## src/rtl/sar_seq_pkg.sv

```systemverilog
`timescale 1ns/1ps
package sar_seq_pkg;

    // division code width and the divider counter that covers the largest ratio
    localparam int DIV_W  = 3;
    localparam int PRE_W  = (1 << DIV_W) - 1;

    // control word layout
    localparam int CTL_W  = 5;
    localparam int B_EN   = 0;
    localparam int B_GO   = 1;
    localparam int B_LOOP = 2;
    localparam int B_IE   = 3;
    localparam int B_DONE = 4;

    // conversion lengths in converter cycles
    localparam int LEN_W  = 5;
    localparam logic [LEN_W-1:0] LEN_FIRST = LEN_W'(25);
    localparam logic [LEN_W-1:0] LEN_NORM  = LEN_W'(13);

    typedef enum logic {
        ENG_IDLE = 1'b0,
        ENG_RUN  = 1'b1
    } eng_state_e;

    typedef struct packed {
        logic             en;
        logic             loop;
        logic             ie;
        logic [DIV_W-1:0] div;
    } ctl_t;

    // system clocks per converter cycle for a division code
    function automatic logic [PRE_W:0] div_ratio(input logic [DIV_W-1:0] code);
        logic [PRE_W:0] r;
        r       = '0;
        r[code] = 1'b1;
        if (code == '0) r = (PRE_W+1)'(2);
        return r;
    endfunction

    function automatic logic [LEN_W-1:0] conv_len(input logic first);
        return first ? LEN_FIRST : LEN_NORM;
    endfunction

endpackage

```

## src/rtl/sar_seq_prescaler.sv

```systemverilog
`timescale 1ns/1ps
module sar_seq_prescaler
    import sar_seq_pkg::*;
(
    input  logic             clk,
    input  logic             rst,
    input  logic             run,
    input  logic [DIV_W-1:0] div_sel,
    output logic             tick,
    output logic             adc_clk
);
    localparam logic [PRE_W:0]   ONE_X = (PRE_W+1)'(1);
    localparam logic [PRE_W-1:0] ONE_C = PRE_W'(1);

    logic [PRE_W-1:0] cnt_q;
    logic [PRE_W:0]   ratio;
    logic [PRE_W:0]   cnt_x;
    logic             wrap;

    assign ratio   = div_ratio(div_sel);
    assign cnt_x   = {1'b0, cnt_q};
    assign wrap    = cnt_x >= (ratio - ONE_X);
    assign tick    = run && wrap;
    assign adc_clk = run && (cnt_x >= (ratio >> 1));

    always_ff @(posedge clk) begin
        if (rst || !run) begin
            cnt_q <= '0;
        end else if (wrap) begin
            cnt_q <= '0;
        end else begin
            cnt_q <= cnt_q + ONE_C;
        end
    end
endmodule

```

## src/rtl/sar_seq_engine.sv

```systemverilog
`timescale 1ns/1ps
module sar_seq_engine
    import sar_seq_pkg::*;
#(
    parameter int SMP_W = 10
) (
    input  logic             clk,
    input  logic             rst,
    input  logic             en_rise,
    input  logic             start_req,
    input  logic             abort,
    input  logic             loop,
    input  logic             tick,
    input  logic             flag_clr,
    input  logic [SMP_W-1:0] sample,
    output logic             busy,
    output logic             done,
    output logic             flag,
    output logic [SMP_W-1:0] result
);
    localparam logic [LEN_W-1:0] ONE_L = LEN_W'(1);

    eng_state_e       st_q;
    logic [LEN_W-1:0] cyc_q;
    logic [LEN_W-1:0] tgt_q;
    logic             init_q;
    logic             start_ok;
    logic             last;

    assign busy     = (st_q == ENG_RUN);
    assign last     = (cyc_q == (tgt_q - ONE_L));
    assign done     = busy && tick && last && !abort;
    assign start_ok = start_req && !busy && !abort;

    always_ff @(posedge clk) begin
        if (rst) begin
            st_q   <= ENG_IDLE;
            cyc_q  <= '0;
            tgt_q  <= '0;
            init_q <= 1'b0;
        end else begin
            if (en_rise) init_q <= 1'b1;
            if (abort) begin
                st_q  <= ENG_IDLE;
                cyc_q <= '0;
            end else if (start_ok) begin
                st_q   <= ENG_RUN;
                cyc_q  <= '0;
                tgt_q  <= conv_len(init_q || en_rise);
                init_q <= 1'b0;
            end else if (done) begin
                cyc_q <= '0;
                tgt_q <= LEN_NORM;
                st_q  <= loop ? ENG_RUN : ENG_IDLE;
            end else if (busy && tick) begin
                cyc_q <= cyc_q + ONE_L;
            end
        end
    end

    always_ff @(posedge clk) begin
        if (rst) begin
            flag   <= 1'b0;
            result <= '0;
        end else begin
            if (done) begin
                flag   <= 1'b1;
                result <= sample;
            end else if (flag_clr) begin
                flag <= 1'b0;
            end
        end
    end
endmodule

```

## src/rtl/sar_seq_sel.sv

```systemverilog
`timescale 1ns/1ps
module sar_seq_sel #(
    parameter int CHAN_W = 4,
    parameter int REF_W  = 2
) (
    input  logic              clk,
    input  logic              rst,
    input  logic              wr,
    input  logic [CHAN_W-1:0] chan_in,
    input  logic [REF_W-1:0]  ref_in,
    input  logic              upd,
    output logic [CHAN_W-1:0] chan_eff,
    output logic [REF_W-1:0]  ref_eff
);
    localparam int SEL_W = CHAN_W + REF_W;

    logic [SEL_W-1:0] pend_q;
    logic [SEL_W-1:0] eff_q;
    logic [SEL_W-1:0] next_sel;

    assign next_sel = wr ? {chan_in, ref_in} : pend_q;

    always_ff @(posedge clk) begin
        if (rst) begin
            pend_q <= '0;
            eff_q  <= '0;
        end else begin
            pend_q <= next_sel;
            if (upd) eff_q <= next_sel;
        end
    end

    assign chan_eff = eff_q[SEL_W-1:REF_W];
    assign ref_eff  = eff_q[REF_W-1:0];
endmodule

```

## src/rtl/sar_seq_ctrl.sv

```systemverilog
`timescale 1ns/1ps
module sar_seq_ctrl
    import sar_seq_pkg::*;
#(
    parameter int SMP_W  = 10,
    parameter int CHAN_W = 4,
    parameter int REF_W  = 2
) (
    input  logic              clk,
    input  logic              rst,
    input  logic              ctl_wr,
    input  logic [CTL_W-1:0]  ctl_wdata,
    input  logic [DIV_W-1:0]  ctl_div,
    output logic [CTL_W-1:0]  ctl_rdata,
    input  logic              sel_wr,
    input  logic [CHAN_W-1:0] sel_chan,
    input  logic [REF_W-1:0]  sel_ref,
    input  logic              gie,
    input  logic              irq_ack,
    input  logic [SMP_W-1:0]  sample_in,
    output logic              adc_clk,
    output logic [CHAN_W-1:0] eff_chan,
    output logic [REF_W-1:0]  eff_ref,
    output logic [SMP_W-1:0]  result,
    output logic              irq
);
    ctl_t ctl_q;
    logic en_rise;
    logic abort;
    logic start_req;
    logic flag_clr;
    logic tick;
    logic busy;
    logic conv_done;
    logic flag;

    always_ff @(posedge clk) begin
        if (rst) begin
            ctl_q <= '0;
        end else if (ctl_wr) begin
            ctl_q.en   <= ctl_wdata[B_EN];
            ctl_q.loop <= ctl_wdata[B_LOOP];
            ctl_q.ie   <= ctl_wdata[B_IE];
            ctl_q.div  <= ctl_div;
        end
    end

    assign en_rise   = ctl_wr && ctl_wdata[B_EN] && !ctl_q.en;
    assign abort     = ctl_wr && !ctl_wdata[B_EN];
    assign start_req = ctl_wr && ctl_wdata[B_EN] && ctl_wdata[B_GO];
    assign flag_clr  = (ctl_wr && ctl_wdata[B_DONE]) || irq_ack;

    sar_seq_prescaler u_pre (
        .clk     (clk),
        .rst     (rst),
        .run     (ctl_q.en),
        .div_sel (ctl_q.div),
        .tick    (tick),
        .adc_clk (adc_clk)
    );

    sar_seq_engine #(.SMP_W(SMP_W)) u_eng (
        .clk       (clk),
        .rst       (rst),
        .en_rise   (en_rise),
        .start_req (start_req),
        .abort     (abort),
        .loop      (ctl_q.loop),
        .tick      (tick),
        .flag_clr  (flag_clr),
        .sample    (sample_in),
        .busy      (busy),
        .done      (conv_done),
        .flag      (flag),
        .result    (result)
    );

    sar_seq_sel #(.CHAN_W(CHAN_W), .REF_W(REF_W)) u_sel (
        .clk      (clk),
        .rst      (rst),
        .wr       (sel_wr),
        .chan_in  (sel_chan),
        .ref_in   (sel_ref),
        .upd      (!busy || conv_done),
        .chan_eff (eff_chan),
        .ref_eff  (eff_ref)
    );

    always_comb begin
        ctl_rdata         = '0;
        ctl_rdata[B_EN]   = ctl_q.en;
        ctl_rdata[B_GO]   = busy;
        ctl_rdata[B_LOOP] = ctl_q.loop;
        ctl_rdata[B_IE]   = ctl_q.ie;
        ctl_rdata[B_DONE] = flag;
    end

    assign irq = flag && ctl_q.ie && gie;
endmodule

```

## config.mk

```make
export PLATFORM = sky130hd
export DESIGN_NAME = sar_seq_ctrl
export DESIGN_NICKNAME = d
export VERILOG_FILES = /design/src/rtl/sar_seq_pkg.sv /design/src/rtl/sar_seq_prescaler.sv /design/src/rtl/sar_seq_engine.sv /design/src/rtl/sar_seq_sel.sv /design/src/rtl/sar_seq_ctrl.sv
export SDC_FILE = /design/constraint.sdc
export NUM_CORES = 1
export LEC_CHECK = 0
export BUFFER_PORTS_ARGS = -buffer_cell sky130_fd_sc_hd__buf_2
export CELL_PAD_IN_SITES_DETAIL_PLACEMENT = 0
export CELL_PAD_IN_SITES_GLOBAL_PLACEMENT = 2
export CORE_MARGIN = 2
export CORE_UTILIZATION = 33
export DETAILED_ROUTE_END_ITERATION = 16
export PLACE_DENSITY = 0.77
export SYNTH_ARGS = -nofsm -noshare
export SYNTH_HDL_FRONTEND = slang
export SYNTH_SLANG_ARGS = --single-unit
```

## constraint.sdc

```tcl
create_clock -name clk -period 2.7 [get_ports clk]
set_input_delay 0.81 -clock clk [delete_from_list [all_inputs] [get_ports clk]]
set_output_delay 0.81 -clock clk [all_outputs]
set_load 0.05 [all_outputs]
```

==> results of run 1 <==
-- layout make-up --
type                    count  area, um^2  share of cell area, %
clock buffers               5        68.8                   2.28
clock inverters             3        21.3                  0.705
inverters                   6        22.5                  0.747
multi-input cells         191        1520                   50.3
flip-flops and latches     46         931                   30.9
well taps                  99         124                   4.11
repair buffers             61         332                   11.0
-- logic make-up after synthesis --
group           Yosys count  share of synthesized area [%]
compound gates           40                           13.0
xor+xnor                  9                           3.20
fa+ha+maj                18                           9.14
buf+inv                  24                           4.83
flops                    46                           37.4
mux                      22                           8.99
other cells               1                          0.152
simple gates            101                           23.3
-- final timing paths --
| check | start | end | slack (ps) | cells past startpoint |
|---|---|---|---|---|
| max reg2reg | ctl_q[1] | u_eng.result[9] | 180 | 8 |
| min reg2reg | u_pre.cnt_q[0] | u_pre.cnt_q[0] | 430 | 1 |
| min | u_pre.cnt_q[0] | u_pre.cnt_q[0] | 430 | 1 |
| max | ctl_q[1] | adc_clk | 20 | 6 |
-- per-stage QoR --
| stage | utilization (%) | hold WS [ps] | std cells | instance area, um^2 |
|---|---|---|---|---|
| global route | 41.6 | 455 | 411 | 3020 |
| CTS | 40.9 | 436 | 410 | 2970 |
| finish | 41.6 | 429 | 411 | 3020 |
| detailed placement | 38.3 | 462 | 397 | 2780 |
| floorplan | - | 426 | 261 | 2470 |
| global placement | 38.3 | 444 | 397 | 2780 |
-- worst reg2reg max path, stage by stage, from the launching register on --
cell      delay, ps
dfxtp_4         370
buf_2           140
or3_4           410
nand2_2          90
ha_4            140
and4_4          220
a221oi_4        110
nor3_4          700
mux2i_1         260
-- cells in the mapped netlist (3+ instances only) --
| master | number |
|---|---|
| o211ai_1 | 3 |
| xnor2_1 | 6 |
| nor2_1 | 23 |
| or3_1 | 3 |
| nand2_1 | 12 |
| nand3_1 | 10 |
| a21oi_1 | 6 |
| clkbuf_1 | 10 |
| nand2b_1 | 22 |
| ha_1 | 18 |
| xor2_1 | 3 |
| nand3b_1 | 10 |
| mux2i_1 | 21 |
| dfxtp_1 | 46 |
| buf_4 | 5 |
| o2bb2ai_1 | 6 |
| nor3_1 | 4 |
| inv_1 | 6 |
| o21ai_0 | 3 |
| and3_1 | 3 |
-- routing by layer --
metal,share of wire (%),global-route usage [%],wire (um),up-vias
li1,-,-,-,1026
met3,4.4,3.59,245,7
met4,1.3,4.62,72,0
met1,49,18.6,2720,909
met2,45,22.4,2490,43
met5,0,0,0,-
-- report_power, final --
group	switching (mW)	internal, mW
registers	0.0183	0.699
logic	0.131	0.103
clock network	0.246	0.182
-- registers in the layout, indices dropped and copies added (netlist names) --
| register | flops |
|---|---|
| u_eng.cyc_q | 5 |
| ctl_q | 3 |
| u_sel.pend_q | 6 |
| ctl_rdata | 3 |
| u_eng.tgt_q | 3 |
| u_eng.result | 10 |
| u_pre.cnt_q | 7 |
| u_eng.init_q | 1 |
| u_eng.flag | 1 |
| u_eng.busy | 1 |
| u_sel.eff_q | 6 |
-- what timing repair did --
| item | 4_1_cts | 5_1_grt |
|---|---|---|
| pin swaps | 5 | 2 |
| buffers inserted | 5 | 1 |
| gates resized for setup | 17 | 6 |
| endpoints found under the setup margin | 1 | 15 |
==> flow_summary.ini, run 1 <==
[die]
core_area_um2 = 7250
start_util_pct = 34.0
die_height_um = 90.4
dieArea_um2 = 8170
pin_count = 53
fp.dieW_um = 90.4
rows = 31

[cells_and_area]
final_common_cell = buf_2
layout_common_cells = buf_2, dfxtp_1, nor2_1
diodes = 0
final_net_count = 359
drive_gt1_share_pct = 31.4
nFillCells = 762
synthToLayoutAreaGrowth_pct = 22.4

[grt]
antenna_found_initial = 0
overflow = 0
grt_pass1_vias = 1968
grt_pass1_wl_mm = 9.44
grt_max_degree = 30
globalRouteTotalUtil_pct = 14.1

[critical_path]
path_class = reg -> out
required_ps = 1890
cp.arrival_ps = 1870
path_delay_family = simple AND/OR/NAND/NOR gates
critPathLaunchType = flip-flop
critPathMaxStageDelay_ps = 410
worstPathMaxFanout = 5
cp_cell_sequence = buf_2 > or3_4 > ha_4 > a21oi_2 > o22ai_2 > buf_6
cp-end-kind = primary output
cp_slowest_cell = or3_4
cp_num_buf_inv = 2

[power]
p_per_area_nw_per_um2 = 457
peakVddDrop_v = 0.000220
leakage_nw = 1.22
p_total_mw = 1.38

[detailed_routing]
wl_per_cell_um = 13.5
first_pass_iters = 4
routed_wl_mm = 5.53
routed_via_density = 4.83
dr.first_iter.drc_count = 61
drc = 0
num_vias = 1985
ant_nets = 0

[logic_synthesis]
yosys.area.top_type_share_pct = 37.4
synth_edf_count = 0
synth_cells = 261
ys_ff_latch = 46
syn-cell-area_um2 = 2460
async_reset_ff_share_pct = 0
yosys_warnings = 0
syn_nets = 309
synthFlopType = dfxtp_1
synth_top_cell_by_area = dfxtp_1
yosysUniqueCellTypes = 53
synth.avg_cell_area_um2 = 9.44
ys_seq_area_share_pct = 37.4
synthTopCellsByArea = dfxtp_1, ha_1, mux2i_1

[place]
dp_slack_ps = 43.8
gp_congestion = 0.767
port_buffers = 52
dp_hpwl_mm = 3.97

[run]
cap_violations = 0

[clocking]
numCtsBuffers = 5
clkSinkCount = 46
clk_latency_ps = 300
cts_max_level = 2
max-clock-path-buffers = 2
hold_buffers = 0
tritoncts = built
path_clk_slew_ps = 90
root_buffer = clkbuf_8

[timing]
tightest_slew_ps = 817
final.setup.tns_ps = 0
finalClockSkew_ps = 7.28
hold_viol_final = 0
setup_viol = 0
max-slew-margin-rel_pct = 45.4
rsz0062_at_grt = true
fmax_mhz = 373
finalCritPeriodShare_pct = 99.4
layout_setup_ws_ps = 15.8
fin_crit_ps = 2680
drv_slew = 0

[outcome]
status = complete, no violations

[min_path]
hp-class = reg -> reg
Power figures use the tool's default switching activity.
==> run 2, diff against run 1 <==
ABC_AREA = 1   (was unset)
CORE_ASPECT_RATIO = 1.2   (was unset)
CORE_UTILIZATION = 30   (was 33)
==> flow_summary.ini, run 2 <==
[outcome]
status = complete, no violations

[die]
fp.dieW_um = 86.0
die_height_um = 102
start_util_pct = 31.2
pin_count = 53
dieArea_um2 = 8800
core_area_um2 = 7750
rows = 35

[place]
dp_hpwl_mm = 4.24
port_buffers = 52
gp_congestion = 0.720

[timing]
fin_crit_ps = 2660
hold_ws_ps = 465
tightest_slew_ps = 531
rsz0062_at_grt = true
finalClockSkew_ps = 11.6
hold_viol_final = 0
max-slew-margin-rel_pct = 64.6
fmax_mhz = 376
setup_viol = 0
drv_slew = 0
finalCritPeriodShare_pct = 98.6

[logic_synthesis]
synth.most_common_cell = nand2_1
synth_cells = 330
ys_top_cells_by_count = nand2_1, dfxtp_1, inv_1
synthTopCellsByArea = dfxtp_1, nand2_1, ha_1
synth_top_cell_by_area = dfxtp_1
synth.avg_cell_area_um2 = 7.33
yosysUniqueCellTypes = 33
async_reset_ff_share_pct = 0
yosys.area.top_type_share_pct = 38.1
ys_seq_area_share_pct = 38.1
syn-cell-area_um2 = 2420
synthFlopType = dfxtp_1
yosys_warnings = 0
ys_ff_latch = 46
syn_nets = 378
synth_edf_count = 0

[cells_and_area]
synthToLayoutAreaGrowth_pct = 25.3
layout_common_cells = nand2_1, buf_2, dfxtp_1
nFillCells = 803
diodes = 0
top_regs = u_eng.result: 10 flops, u_pre.cnt_q: 7 flops
top_register = u_eng.result
largest_register_ffs = 10
final_net_count = 432
drive_gt1_share_pct = 26.8
final_common_cell = nand2_1

[power]
p_total_mw = 1.39
p_per_area_nw_per_um2 = 458
leakage_nw = 1.44
peakVddDrop_v = 0.000176

[detailed_routing]
drt-met1-wl_mm = 2.52
ant_nets = 0
dr.first_iter.drc_count = 60
routed_via_density = 4.62
drc = 0
wl_met2_mm = 2.87
routed_wl_mm = 5.77
wl_per_cell_um = 12.1
met3_length_um = 236
num_vias = 2205
first_pass_iters = 4
topRoutingLayerUsed = met4

[critical_path]
cp.arrival_ps = 1850
critPathLaunchType = flip-flop
cp-end-kind = primary output
required_ps = 1890
rr_startpoint = ctl_q[2]
startpoint = ctl_q[2]
worstPathMaxFanout = 3
path_class = reg -> out

[clocking]
path_clk_slew_ps = 90
numCtsBuffers = 5
max-clock-path-buffers = 2
tritoncts = built
clkSinkCount = 46
root_buffer = clkbuf_8
hold_buffers = 0
clk_latency_ps = 310
cts_max_level = 2

[grt]
overflow = 0
globalRouteTotalUtil_pct = 14.1
grt_pass1_wl_mm = 9.94
grt_pass1_vias = 2212
antenna_found_initial = 0
grt_max_degree = 17

[min_path]
hp-class = reg -> reg
min_from = u_eng.result[9]

[run]
cap_violations = 0
run 2: cell count changes after synthesis, moves of 6 or more:
| cell | change |
|---|---|
| mux2i_1 | -21 |
| nand2_1 | +49 |
| nand3_1 | +12 |
| nand4_1 | +10 |
| o2bb2ai_1 | -6 |
| o21ai_0 | +11 |
| inv_1 | +35 |
| a21oi_1 | +22 |
| nand2b_1 | -22 |
| nor2_1 | +13 |
run 2: through the flow:
step	setup slack, ps	util, %	TNS [ps]	instances	area (um^2)
CTS	0.481	37.6	0	476	2910
floorplan	188	-	0	330	2420
finish	38.7	39.1	0	477	3030
global route	-94.0	39.1	-94.0	477	3030
detailed placement	140	35.4	0	463	2740
global placement	171	35.4	0	463	2740
run 2: final timing paths:
kind,to,slack (ps),depth (start not counted)
worst max-delay path,adc_clk,40,10
worst min-delay path,u_eng.result[9],460,2
worst max register to register,u_sel.eff_q[0],580,13
worst min register to register,u_eng.result[9],460,2
run 2: cells by family (layout without fill, tap and decap cells):
family,Yosys count,after routing,share of synthesized area [%]
simple gates,156,156,30.5
flops,46,46,38.1
compound gates,45,45,9.57
xor+xnor,5,5,1.81
fa+ha+maj,18,18,9.31
buf+inv,59,114,10.7
other cells,1,1,0.155
run 2: metal layers:
layer  vias up  track usage [%]
li1       1171                -
met1       984             16.2
met2        40             25.4
met3        10             3.15
met4         0             5.13
met5         -                0
run 2: where the power goes:
group / internal [mW] / switching (mW) / total (mW)
Combinational: 0.0902 / 0.148 / 0.238
Clock: 0.183 / 0.247 / 0.430
Sequential: 0.701 / 0.0193 / 0.721
Total: 0.975 / 0.415 / 1.39
run 2: repair_timing:
action | in CTS | in global routing
setup buffers | 5 | 1
pin swaps | 4 | 8
setup endpoints to repair | 1 | 1
resized for setup | 13 | 21
run 2: area by class of cell:
type / instances / area, um^2 / share of cell area (%)
clock inverters: 2 / 13.8 / 0.454
well taps: 92 / 115 / 3.80
repair buffers: 64 / 373 / 12.3
clock buffers: 6 / 72.6 / 2.39
flip-flops and latches: 46 / 930 / 30.7
inverters: 42 / 163 / 5.36
multi-input cells: 225 / 1370 / 45.0
run 2: critical path, cell delays in order (launching register included):
cell and delay [ps]:
dfxtp_4 360, buf_6 120, inv_6 60, nand3_4 60, ha_4 230, a21oi_2 100, o21ai_1 60, nor3b_2 150
o31ai_1 180, inv_1 80, buf_6 150
==> run 3, diff against run 2 <==
PLACE_DENSITY = 0.78   (was 0.77)
SYNTH_HIERARCHICAL = 1   (was unset)
==> flow_summary.ini, run 3 <==
[outcome]
status = complete, no violations

[cells_and_area]
fin_area_um2 = 2980
fin_cells = 494
synthToLayoutAreaGrowth_pct = 21.6
drive_gt1_share_pct = 23.6
largest_register_ffs = 10
final_common_cell = nand2_1
layout_common_cells = nand2_1, buf_2, nor2_1
diodes = 0
final_net_count = 446
top_regs = u_eng/result: 10 flops, u_pre/cnt_q: 7 flops
post-route-util_pct = 37.1
top_register = u_eng/result

[clocking]
clkSinkCount = 46
cts_max_level = 2
root_buffer = clkbuf_8
hold_buffers = 0
numCtsBuffers = 5
tritoncts = built
max-clock-path-buffers = 2
path_clk_slew_ps = 90
clk_latency_ps = 300

[place]
dp_slack_ps = -49.9
dp.cells = 485
gp_congestion = 0.719
dp_hpwl_mm = 3.90
placed_area_um2 = 2760
port_buffers = 52

[logic_synthesis]
ys_seq_area_share_pct = 37.6
yosysUniqueCellTypes = 31
synth.most_common_cell = nand2_1
synthFlopType = dfxtp_1
synth_cells = 347
synth_edf_count = 0
yosys.area.top_type_share_pct = 37.6
ys_top_cells_by_count = nand2_1, nor2_1, dfxtp_1
synth.avg_cell_area_um2 = 7.06
synth_top_cell_by_area = dfxtp_1
synthTopCellsByArea = dfxtp_1, nand2_1, ha_1
syn_nets = 395
syn-cell-area_um2 = 2450
yosys_warnings = 6
async_reset_ff_share_pct = 0
ys_ff_latch = 46

[detailed_routing]
ant_nets = 0
dr.first_iter.drc_count = 53
num_vias = 2200
routed_via_density = 4.45
drc = 0
first_pass_iters = 5
routed_wl_mm = 5.29
wl_per_cell_um = 10.7

[timing]
finalCritPeriodShare_pct = 95.5
finalClockSkew_ps = 7.15
layout_setup_ws_ps = 122
hold_viol_final = 0
drv_slew = 0
setup_viol = 0
fin_crit_ps = 2580
fmax_mhz = 388
final.setup.tns_ps = 0
hold_ws_ps = 467

[critical_path]
cp_slowest_cell = dfxtp_4
cp.arrival_ps = 1770
critPathLaunchType = flip-flop
path_class = reg -> out
required_ps = 1890
cp-end-kind = primary output
cpMostUsedCell = nand2_1
path_delay_family = simple AND/OR/NAND/NOR gates
critPathMaxStageDelay_ps = 380
cp_cell_sequence = buf_4 > nand3_2 > ha_4 > nand2_1 > nor2_1 > nand2_1 > nand3_1 > nand2_1 > inv_1 > buf_6
reg2reg_setup_slack_ps = 310
cp_num_buf_inv = 3
worstPathMaxFanout = 5

[grt]
grt_pass1_wl_mm = 8.98
antenna_found_initial = 0
grt_max_degree = 17
globalRouteTotalUtil_pct = 12.5
grt_pass1_vias = 2016
overflow = 0

[power]
peakVddDrop_v = 0.000191
leakage_nw = 1.47
p_total_mw = 1.44
p_per_area_nw_per_um2 = 485

[die]
pin_count = 53
rows = 36
die_height_um = 103
start_util_pct = 30.6
dieArea_um2 = 8910
fp.dieW_um = 86.5
core_area_um2 = 8020

[min_path]
hp-class = reg -> reg

[run]
cap_violations = 0
==> run 3: cell families (layout without fill, tap and decap cells) <==
logic type	Yosys count	after routing	synth area share, %
simple gates	181	181	31.3
buf+inv	62	114	11.5
flops	46	46	37.6
compound gates	31	31	7.41
fa+ha+maj	18	18	9.19
xor+xnor	8	8	2.86
other cells	1	1	0.153
==> run 3: layer usage <==
layer,track usage [%],up-vias,share of wire (%)
li1,-,1166,-
met1,15.0,989,46
met2,22.1,43,49
met3,2.96,2,4.0
met4,3.97,0,0.76
met5,0,-,0
==> run 3: final timing paths <==
check                                    start             end  depth (start not counted)
worst max register to register        ctl_q[2]  u_eng/cyc_q[1]                         16
worst max-delay path                  ctl_q[0]         adc_clk                         10
worst min-delay path            u_pre/cnt_q[0]  u_pre/cnt_q[0]                          1
worst min register to register  u_pre/cnt_q[0]  u_pre/cnt_q[0]                          1
==> run 3: power breakdown <==
part           internal, mW  switching (mW)  total, mW
Sequential            0.699          0.0190      0.718
Clock                 0.277           0.243      0.520
Combinational        0.0735           0.132      0.206
==> run 3: timing repair <==
item / CTS / global route
endpoints found under the setup margin: 7 / 12
buffers inserted: 0 / 1
gates resized for setup: 5 / 18
==> run 3: final cells by class <==
class                      instances  area (um^2)
sequential                        46          932
multi-input combinational        239         1330
clock buffer                       6         72.6
clock inverter                     2         37.5
tap                               95          119
timing repair buffer              57          304
fill                             906         5040
inverter                          49          185
==> run 3: worst reg2reg max path: cells and delay by family, from the launching register on <==
family	cells	cell delay, ps
AND/OR/NAND/NOR	10	930
flip-flops	1	430
adder cells (fa/ha/maj)	1	290
AO/OA/AOI/OAI	2	240
buffers and inverters	3	380
